**config.mk**
```make
export PLATFORM = sky130hd
export DESIGN_NAME = qsec_rtc
export DESIGN_NICKNAME = d
export VERILOG_FILES = /design/src/rtl/qrtc_pkg.sv /design/src/rtl/qrtc_ctl.sv /design/src/rtl/qrtc_count.sv /design/src/rtl/qrtc_view.sv /design/src/rtl/qsec_rtc.sv
export SDC_FILE = /design/constraint.sdc
export NUM_CORES = 1
export LEC_CHECK = 0
export ABC_AREA = 1
export BUFFER_PORTS_ARGS = -buffer_cell sky130_fd_sc_hd__buf_2
export CAP_MARGIN = 10
export CORE_ASPECT_RATIO = 1.5
export CORE_MARGIN = 10
export CORE_UTILIZATION = 50
export CTS_CLUSTER_SIZE = 30
export DETAILED_ROUTE_END_ITERATION = 10
export PLACE_DENSITY = 0.79
export SLEW_MARGIN = 10
export SYNTH_ARGS = -nofsm -noshare
export SYNTH_HDL_FRONTEND = slang
export SYNTH_SLANG_ARGS = --single-unit
```
**constraint.sdc**
```tcl
create_clock -name clk -period 2.61 [get_ports clk]
set_clock_uncertainty 0.1 [all_clocks]
set_input_delay 0.261 -clock clk [delete_from_list [all_inputs] [get_ports clk]]
set_output_delay 0.261 -clock clk [all_outputs]
set_load 0.05 [all_outputs]
```
**src/rtl/qrtc_pkg.sv**
```systemverilog
package qrtc_pkg;

  localparam int unsigned HOLD_POS = 2;
  localparam int unsigned LOAD_POS = 1;
  localparam int unsigned SET_POS  = 0;

  typedef struct packed {
    logic min_req;
    logic hold;
    logic load;
    logic commit;
  } ctl_fields_t;

endpackage

```
**src/rtl/qrtc_ctl.sv**
```systemverilog
module qrtc_ctl
  import qrtc_pkg::*;
(
  input  logic        clk,
  input  logic        rst_n,
  input  logic        wr_en,
  input  ctl_fields_t wr_fields,
  input  logic        tick,
  input  logic        wrap_hit,
  output logic        min_flag,
  output logic        hold_bit,
  output logic        load_bit,
  output logic        commit_bit,
  output logic        commit_edge
);

  logic min_req_q, min_req_d;
  logic hold_q, hold_d;
  logic load_q, load_d;
  logic commit_q, commit_d;
  logic commit_prev_q;
  logic flag_q, flag_d;

  assign commit_edge = commit_q & ~commit_prev_q;

  always_comb begin
    min_req_d = min_req_q;
    load_d    = load_q;
    commit_d  = commit_q;
    hold_d    = hold_q;
    if (wr_en) begin
      min_req_d = wr_fields.min_req;
      load_d    = wr_fields.load;
      commit_d  = wr_fields.commit;
      hold_d    = wr_fields.hold;
    end else if (tick) begin
      hold_d    = 1'b0;
    end
  end

  always_comb begin
    flag_d = flag_q;
    if (wrap_hit) begin
      flag_d = 1'b1;
    end else if (commit_edge) begin
      flag_d = min_req_q;
    end
  end

  always_ff @(posedge clk or negedge rst_n) begin
    if (!rst_n) begin
      min_req_q     <= 1'b0;
      hold_q        <= 1'b0;
      load_q        <= 1'b0;
      commit_q      <= 1'b0;
      commit_prev_q <= 1'b0;
      flag_q        <= 1'b0;
    end else begin
      min_req_q     <= min_req_d;
      hold_q        <= hold_d;
      load_q        <= load_d;
      commit_q      <= commit_d;
      commit_prev_q <= commit_q;
      flag_q        <= flag_d;
    end
  end

  assign min_flag   = flag_q;
  assign hold_bit   = hold_q;
  assign load_bit   = load_q;
  assign commit_bit = commit_q;

endmodule

```
**src/rtl/qrtc_count.sv**
```systemverilog
module qrtc_count #(
  parameter int unsigned REG_W  = 8,
  parameter int unsigned LAST_Q = 239
) (
  input  logic             clk,
  input  logic             rst_n,
  input  logic             tick,
  input  logic             commit_edge,
  input  logic             load_bit,
  input  logic [REG_W-1:0] load_src,
  output logic [REG_W-1:0] cnt,
  output logic             wrap_hit,
  output logic             load_pend
);

  localparam logic [REG_W-1:0] LAST_V = REG_W'(LAST_Q);
  localparam logic [REG_W-1:0] ONE_V  = REG_W'(1);

  logic [REG_W-1:0] cnt_q, cnt_d;
  logic [REG_W-1:0] ld_val_q, ld_val_d;
  logic             pend_q, pend_d;
  logic [REG_W-1:0] ld_clamped;

  assign ld_clamped = (ld_val_q > LAST_V) ? LAST_V : ld_val_q;
  assign wrap_hit   = tick & ~pend_q & (cnt_q == LAST_V);

  always_comb begin
    cnt_d = cnt_q;
    if (tick) begin
      if (pend_q) begin
        cnt_d = ld_clamped;
      end else if (cnt_q == LAST_V) begin
        cnt_d = '0;
      end else begin
        cnt_d = cnt_q + ONE_V;
      end
    end
  end

  always_comb begin
    pend_d   = pend_q;
    ld_val_d = ld_val_q;
    if (commit_edge && load_bit) begin
      pend_d   = 1'b1;
      ld_val_d = load_src;
    end else if (tick) begin
      pend_d   = 1'b0;
    end
  end

  always_ff @(posedge clk or negedge rst_n) begin
    if (!rst_n) begin
      cnt_q    <= '0;
      ld_val_q <= '0;
      pend_q   <= 1'b0;
    end else begin
      cnt_q    <= cnt_d;
      ld_val_q <= ld_val_d;
      pend_q   <= pend_d;
    end
  end

  assign cnt       = cnt_q;
  assign load_pend = pend_q;

endmodule

```
**src/rtl/qrtc_view.sv**
```systemverilog
module qrtc_view #(
  parameter int unsigned REG_W = 8
) (
  input  logic             clk,
  input  logic             rst_n,
  input  logic             wr_en,
  input  logic [REG_W-1:0] wr_data,
  input  logic             supply_ok,
  input  logic             hold,
  input  logic [REG_W-1:0] cnt,
  output logic [REG_W-1:0] view
);

  logic [REG_W-1:0] view_q, view_d;
  logic             refresh_en;

  assign refresh_en = supply_ok & ~hold;

  always_comb begin
    view_d = view_q;
    if (wr_en) begin
      view_d = wr_data;
    end else if (refresh_en) begin
      view_d = cnt;
    end
  end

  always_ff @(posedge clk or negedge rst_n) begin
    if (!rst_n) begin
      view_q <= '0;
    end else begin
      view_q <= view_d;
    end
  end

  assign view = view_q;

endmodule

```
**src/rtl/qsec_rtc.sv**
```systemverilog
module qsec_rtc
  import qrtc_pkg::*;
#(
  parameter int unsigned REG_W  = 8,
  parameter int unsigned LAST_Q = 239
) (
  input  logic             clk,
  input  logic             rst_n,
  input  logic             tick_4hz,
  input  logic             supply_ok,
  input  logic             ctl_wr_en,
  input  logic [REG_W-1:0] ctl_wr_data,
  input  logic             dat_wr_en,
  input  logic [REG_W-1:0] dat_wr_data,
  output logic [REG_W-1:0] ctl_rd,
  output logic [REG_W-1:0] dat_rd,
  output logic             minute_irq
);

  localparam int unsigned MIN_POS = REG_W - 1;

  ctl_fields_t      wr_fields;
  logic             unused_ctl_hi;
  logic             min_flag_w, hold_w, load_w, commit_w;
  logic             set_edge_w, wrap_w, load_pend_w;
  logic [REG_W-1:0] cnt_w;

  assign wr_fields.min_req = ctl_wr_data[MIN_POS];
  assign wr_fields.hold    = ctl_wr_data[HOLD_POS];
  assign wr_fields.load    = ctl_wr_data[LOAD_POS];
  assign wr_fields.commit  = ctl_wr_data[SET_POS];
  assign unused_ctl_hi     = ^ctl_wr_data[MIN_POS-1:HOLD_POS+1];

  qrtc_ctl u_ctl (
    .clk         (clk),
    .rst_n       (rst_n),
    .wr_en       (ctl_wr_en),
    .wr_fields   (wr_fields),
    .tick        (tick_4hz),
    .wrap_hit    (wrap_w),
    .min_flag    (min_flag_w),
    .hold_bit    (hold_w),
    .load_bit    (load_w),
    .commit_bit  (commit_w),
    .commit_edge (set_edge_w)
  );

  qrtc_count #(.REG_W(REG_W), .LAST_Q(LAST_Q)) u_count (
    .clk         (clk),
    .rst_n       (rst_n),
    .tick        (tick_4hz),
    .commit_edge (set_edge_w),
    .load_bit    (load_w),
    .load_src    (dat_rd),
    .cnt         (cnt_w),
    .wrap_hit    (wrap_w),
    .load_pend   (load_pend_w)
  );

  qrtc_view #(.REG_W(REG_W)) u_view (
    .clk       (clk),
    .rst_n     (rst_n),
    .wr_en     (dat_wr_en),
    .wr_data   (dat_wr_data),
    .supply_ok (supply_ok),
    .hold      (hold_w),
    .cnt       (cnt_w),
    .view      (dat_rd)
  );

  always_comb begin
    ctl_rd           = '0;
    ctl_rd[MIN_POS]  = min_flag_w;
    ctl_rd[HOLD_POS] = hold_w;
    ctl_rd[LOAD_POS] = load_w;
    ctl_rd[SET_POS]  = commit_w;
  end

  assign minute_irq = min_flag_w;

endmodule

```
==> results of run 1 <==
power breakdown:
group	switching, mW	total, mW	internal (mW)
logic	0.356	0.550	0.193
clock network	0.171	0.378	0.206
registers	0.142	0.759	0.617
layout make-up:
class	count	area, sq um
fill	294	1167
sequential	31	775.7
multi-input combinational	128	643.1
timing repair buffer	31	160.2
clock buffer	6	82.58
inverter	16	60.06
tap	39	48.80
clock inverter	1	5.005
per-layer routing:
| layer | vias up | GRT usage |
|---|---|---|
| met5 | - | 0 |
| met4 | 0 | 0.08398 |
| met3 | 7 | 0.03197 |
| met2 | 30 | 0.2280 |
| met1 | 628 | 0.1382 |
| li1 | 642 | - |
cells in the mapped netlist:
master    instances
a21oi_1          11
a21oi_2           1
ha_1              1
o21ai_0           4
nand3b_1          1
buf_2             1
nand3_1          22
conb_1            1
clkbuf_2          1
mux2_2            7
nand2_1          49
a31oi_1           1
o221ai_1          2
nand4_1           1
buf_4             8
nor2_4            1
nand3_2           1
nor2_1           17
xor2_1            2
o22ai_1           1
nand2_2           1
clkbuf_1          1
dfrtp_1          31
nor2_2            1
inv_1            16
stage by stage:
stage / power [mW] / util / instances / worst slack [ns] / hold slack [ns]
2_1_floorplan: 1.181 / - / 186 / 1.277 / -0.1346
3_3_place_gp: 1.297 / 0.5702 / 244 / 1.123 / 0.2361
3_5_place_dp: 1.318 / 0.5702 / 244 / 1.116 / 0.2392
4_1_cts: 1.699 / 0.6033 / 252 / 1.087 / 0.07039
5_1_grt: 1.799 / 0.6033 / 252 / 0.9555 / 0.08902
6_report: 1.687 / 0.6033 / 252 / 1.102 / 0.07548
worst paths after layout:
check,endpoint,from,slack [ns]
setup / recovery,u_count.cnt[4]$_DFFE_PN0P_,u_count.cnt[0]$_DFFE_PN0P_,1.10
hold / removal,u_ctl.commit_bit$_DFFE_PN0P_,ctl_wr_data[0],0.08
setup reg to reg,u_count.cnt[4]$_DFFE_PN0P_,u_count.cnt[0]$_DFFE_PN0P_,1.10
hold reg to reg,u_ctl.commit_prev_q$_DFF_PN0_,u_ctl.commit_bit$_DFFE_PN0P_,0.37
max in group asynchronous,u_count.ld_val_q[6]$_DFFE_PN0P_,rst_n,1.51
min in group asynchronous,u_view.view[3]$_DFFE_PN0P_,rst_n,0.45
timing repair:
item                                   CTS  global route
endpoints found under the hold margin   31             0
hold buffers                             1             0
buffers inserted                         0             0
cell usage in the layout (no fill, tap or decap), drive strengths merged:
cell type    Yosys  routed
nand2           50      50
a21oi           12      12
dlygate4sd3      0       1
buf              9      30
mux2             7       7
o22ai            1       1
clkbuf           2       6
xor2             2       2
ha               1       1
o21ai            4       4
o221ai           2       2
nand3b           1       1
inv             16      16
nand3           23      23
nand4            1       1
dfrtp           31      31
a31oi            1       1
nor2            19      19
conb             1       4
clkinv           0       1
registers in the layout, summed over array words and instances (netlist names):
name                 cells
u_view.view              8
u_count.ld_val_q         8
u_count.load_pend        1
u_count.cnt              8
u_ctl.commit_prev_q      1
u_ctl.commit_bit         1
u_ctl.load_bit           1
u_ctl.min_flag           1
u_ctl.min_req_q          1
u_ctl.hold_bit           1
worst max-delay path, cell delays in order (launching register included):
cell and delay [ns]:
dfrtp_1 0.43, ha_1 0.26, nand2_2 0.11, nor2_4 0.05, a21oi_2 0.26, nand2_1 0.10
a21oi_1 0.14
kinds of logic after synthesis:
| logic type | synth area share |
|---|---|
| AND/OR/NAND/NOR | 0.2630 |
| XOR/XNOR | 0.01137 |
| other | 0.002433 |
| multiplexers | 0.05114 |
| flip-flops | 0.5032 |
| adder cells (fa/ha/maj) | 0.008116 |
| buffers and inverters | 0.08685 |
| AO/OA/AOI/OAI | 0.07387 |
==> out/results.tsv, run 1 <==
stage	metric	value	unit
floorplanning	Die H	88.01	um
route	routed via count	1307	
place	gpl congestion	0.8610	
place	post-placement cell area	1678	sq um
floorplanning	die area	5750	sq um
power_and_ir_drop	maximum VDD drop	0.5247	mV
sta	clock period minus worst slack	1.508	ns
clocking	Root Buffer	clkbuf_8	
hold_path	hold depth	3	
sta	max frequency	663.3	MHz
layout	Area growth syn-to-layout	15.18	%
route	DRT antenna net count	0	
logic_synthesis	dominant cells by area after synthesis	dfrtp_1 (50%), nand2_1 (12%), nand3_1 (7.1%)	
route	routed len/inst	13.90	um
global_routing	largest net degree at the start of global routing	32	
layout	post-route cell area	1775	sq um
clocking	post-CTS sizing	0	
place	IO buf count	30	
logic_synthesis	Yosys Warn Count	0	
critical_path	Startpoint Class	register	
logic_synthesis	syn avg cell area	8.423	sq um
clocking	Max Root-Sink Buffers	2	
clocking	CTS clk-pin slew, worst paths	0.07	ns
route	vias per cell	5.187	
run	max_cap viols	0	
sta	unrepaired setup endpoints after global routing	no	
floorplanning	FP Rows	24	
global_routing	gr usage total	0.1316	
logic_synthesis	post-synth cell types	25	
clocking	Num CTS Buffers	5	
run_status	status	completed	
logic_synthesis	post-synthesis register bit count	31	
route	DRT Wirelength	3.504	mm
route	Remaining DRCs	0	
route	wl on met1	1.449	mm
critical_path	worst r2r path cells	6	
layout	antenna diode count	0	
clocking	H-tree Lvls	2	
global_routing	global-route wire length before repair	5.851	mm
sta	endpoints failing hold	0	
critical_path	Setup CP Type	reg2reg	
sta	Final period util	0.5776	
floorplanning	Core ar.	2943	sq um
critical_path	critical path arrival	1.62	ns
critical_path	Critical Path RT	2.72	ns
logic_synthesis	register area share after synthesis	0.5032	
sta	max-slew violations	0	
critical_path	crit path max fanout	6	
floorplanning	Die Span X	65.34	um
critical_path	Critical Path Sink Type	register	
sta	Slew @ Worst Pin	0.6870	ns
route	drt pass-1 iters	4	
route	WL met3	127	um
global_routing	initial antenna violation count	0	
layout	layout cells sized above 1	0.2300	
route	met2 WL	1.844	mm
place	HPWL after DPL	2.658	mm
clocking	CTS tree	built	
route	highest routed layer	met4	
floorplanning	IO Pins	39	
power_and_ir_drop	Static Leak	0.9318	nW
logic_synthesis	cell count after synthesis	183	
global_routing	aggregate global routing overflow	0	
sta	setup tns final	0	ns
sta	# setup viols final	0	
clocking	clock latency on the worst-skew pair	0.29	ns
clocking	clk sinks	31	
sta	max_slew headroom	0.5420	
logic_synthesis	area share of the largest cell type after synthesis	0.5032	
floorplanning	Initial Util	0.5238	
hold_path	HP Class	in2reg	
logic_synthesis	cell taking the most area after synthesis	dfrtp_1	
route	first-iteration detailed-routing DRC count	36	
power_and_ir_drop	PwrDens	950.1	nW/um^2
layout	Net count, final	236	
logic_synthesis	Netlist Area Pre-Place	1541	sq um
global_routing	vias in the first global route	1256	
Note: power is estimated with default switching activity, not from simulation.
==> run 2: changes to the inputs <==
Clock period 2.61 ns to 1.4 ns, I/O delays scaled along.
==> run 2 against run 1 <==
Net effect:
- global-route usage rose by 1.2 points
- via count rose by 3.7%
- total power rose by 100%
- setup slack got worse by 1.0 ns
- combinational power rose by 120%
- design area rose by 13%
- highest routed layer unchanged
- flip-flop and latch count did not move
- sequential share of layout area fell by 4.9 points
- critical endpoint is now u_count.cnt[0]$_DFFE_PN0P_
- clock power rose by 100%
- clock-buffer cell count rose by 2
- first-iteration DRC count fell by 14%
==> out/results.tsv, run 2 (same netlist as run 1, synthesis figures left out) <==
stage	metric	value	unit	change
run_status	status	completed		unchanged
layout	Area growth syn-to-layout	29.71	%	was 15.18%
critical_path	register-to-register setup slack	0.06	ns	was 1.10 ns
sta	Final period util	0.9594		was 0.5776
critical_path	critical path arrival	1.45	ns	was 1.62 ns
run	max_cap viols	0		unchanged
global_routing	gr usage total	0.1431		was 0.1316
layout	commonest non-fill, non-tap cell in the layout	nand2_1		unchanged
floorplanning	die area	5750	sq um	unchanged
floorplanning	Core ar.	2943	sq um	unchanged
layout	most frequent cells in the layout	nand2_1 (49), dfrtp_1 (31), buf_2 (30)		unchanged
power_and_ir_drop	maximum VDD drop	1.157	mV	was 0.5247 mV
clocking	Max Root-Sink Buffers	2		unchanged
place	gpl congestion	0.8754		was 0.8610
route	DRT antenna net count	0		unchanged
floorplanning	Initial Util	0.5238		unchanged
floorplanning	FP Rows	24		unchanged
layout	Net count, final	256		was 236
clocking	H-tree Lvls	2		unchanged
clocking	clk sinks	31		unchanged
layout	antenna diode count	0		unchanged
route	DRT Wirelength	3.799	mm	was 3.504 mm
place	HPWL after DPL	2.762	mm	was 2.658 mm
critical_path	crit path max fanout	6		unchanged
power_and_ir_drop	Pwr Total	3.392	mW	was 1.687 mW
critical_path	Startpoint Class	register		unchanged
floorplanning	Die Span X	65.34	um	unchanged
route	vias per cell	4.967		was 5.187
clocking	Root Buffer	clkbuf_8		unchanged
route	drt pass-1 iters	4		unchanged
layout	layout cells sized above 1	0.2564		was 0.2300
route	routed len/inst	13.92	um	was 13.90 um
clocking	Num CTS Buffers	5		unchanged
sta	# setup viols final	0		unchanged
place	IO buf count	30		unchanged
clocking	CTS clk-pin slew, worst paths	0.06	ns	was 0.07 ns
clocking	clock latency on the worst-skew pair	0.29	ns	about the same
sta	max frequency	744.5	MHz	was 663.3 MHz
sta	hold slack final	0.02337	ns	was 0.07548 ns
critical_path	Setup CP Type	reg2reg		unchanged
route	Remaining DRCs	0		unchanged
hold_path	HP Class	in2reg		unchanged
clocking	CTS tree	built		unchanged
critical_path	Critical Path Sink Type	register		unchanged
global_routing	global-route wire length before repair	6.279	mm	was 5.851 mm
global_routing	vias in the first global route	1338		was 1256
critical_path	Critical Path RT	1.51	ns	was 2.72 ns
global_routing	initial antenna violation count	0		unchanged
floorplanning	IO Pins	39		unchanged
route	routed via count	1356		was 1307
global_routing	aggregate global routing overflow	0		unchanged
route	first-iteration detailed-routing DRC count	31		was 36
sta	max-slew violations	0		unchanged
power_and_ir_drop	Static Leak	1.031	nW	was 0.9318 nW
sta	endpoints failing hold	0		unchanged
global_routing	largest net degree at the start of global routing	17		was 32
floorplanning	Die H	88.01	um	unchanged
power_and_ir_drop	PwrDens	1696	nW/um^2	was 950.1 nW/um^2
sta	clock period minus worst slack	1.343	ns	was 1.508 ns
[run 2: cell count changes in the layout (fill, tap and decap cells not counted)]
cell           delta
o21ai_1           +1
a21oi_1           -1
buf_4             +7
ha_2              +1
clkbuf_1          +1
ha_1              -1
clkbuf_8          +1
o21ai_0           -1
nand3_1           -1
nand3_2           +1
buf_12            +1
a21oi_4           +1
dlygate4sd3_1    +12
clkinv_2          -1
[run 2: path summary, 6_finish.rpt]
path,start,endpoint,depth (start not counted)
max in group asynchronous,rst_n,u_view.view[0]$_DFFE_PN0P_,3
min in group asynchronous,rst_n,u_count.ld_val_q[4]$_DFFE_PN0P_,2
hold / removal,ctl_wr_en,u_ctl.commit_bit$_DFFE_PN0P_,3
hold reg to reg,u_ctl.commit_bit$_DFFE_PN0P_,u_ctl.commit_prev_q$_DFF_PN0_,0
setup reg to reg,u_count.cnt[1]$_DFFE_PN0P_,u_count.cnt[0]$_DFFE_PN0P_,6
setup / recovery,u_count.cnt[1]$_DFFE_PN0P_,u_count.cnt[0]$_DFFE_PN0P_,6
[run 2: layout make-up]
class	instances	area (sq um)
multi-input combinational	128	661.9
clock buffer	8	100.1
timing repair buffer	51	352.8
sequential	31	775.7
tap	39	48.80
fill	250	943.4
inverter	16	60.06
[run 2: routing by layer]
layer	track usage	routed length, um
met1	0.1423	1451
met2	0.2547	2042
met3	0.03325	172
met4	0.09961	132
met5	0	0
[run 2: power breakdown]
group          leakage (nW)  internal, mW  total [mW]  switching [mW]
Clock                0.0515         0.448       0.762           0.315
Sequential            0.371          1.15        1.40           0.250
Combinational         0.609         0.483        1.23           0.746
[run 2: per-stage QoR]
step | instance area (sq um) | std cells | setup TNS [ns] | worst slack (ns) | utilization
after floorplan | 1553 | 186 | 0 | 0.06681 | -
after global placement | 1735 | 250 | 0 | 0.02350 | 0.5897
after detailed placement | 1735 | 250 | -0.02650 | -0.01595 | 0.5897
after CTS | 1973 | 271 | 0 | 0.03020 | 0.6705
after global routing | 1999 | 273 | -0.02858 | -0.02414 | 0.6794
final | 1999 | 273 | 0 | 0.05681 | 0.6794
[run 2: critical path, cell delays in order, from the launching register on]
cell,delay (ns)
dfrtp_1,0.38
ha_2,0.20
nand2_2,0.09
nor2_4,0.05
a21oi_4,0.19
nand2_1,0.10
a21oi_1,0.15
[run 2: repair_timing]
| action | 4_1_cts | 5_1_grt |
|---|---|---|
| buffers inserted | 0 | 2 |
| endpoints found under the hold margin | 43 | 0 |
| pin swaps | 0 | 3 |
| gates resized for setup | 1 | 4 |
| endpoints found under the setup margin | 3 | 6 |
| hold buffers | 13 | 0 |
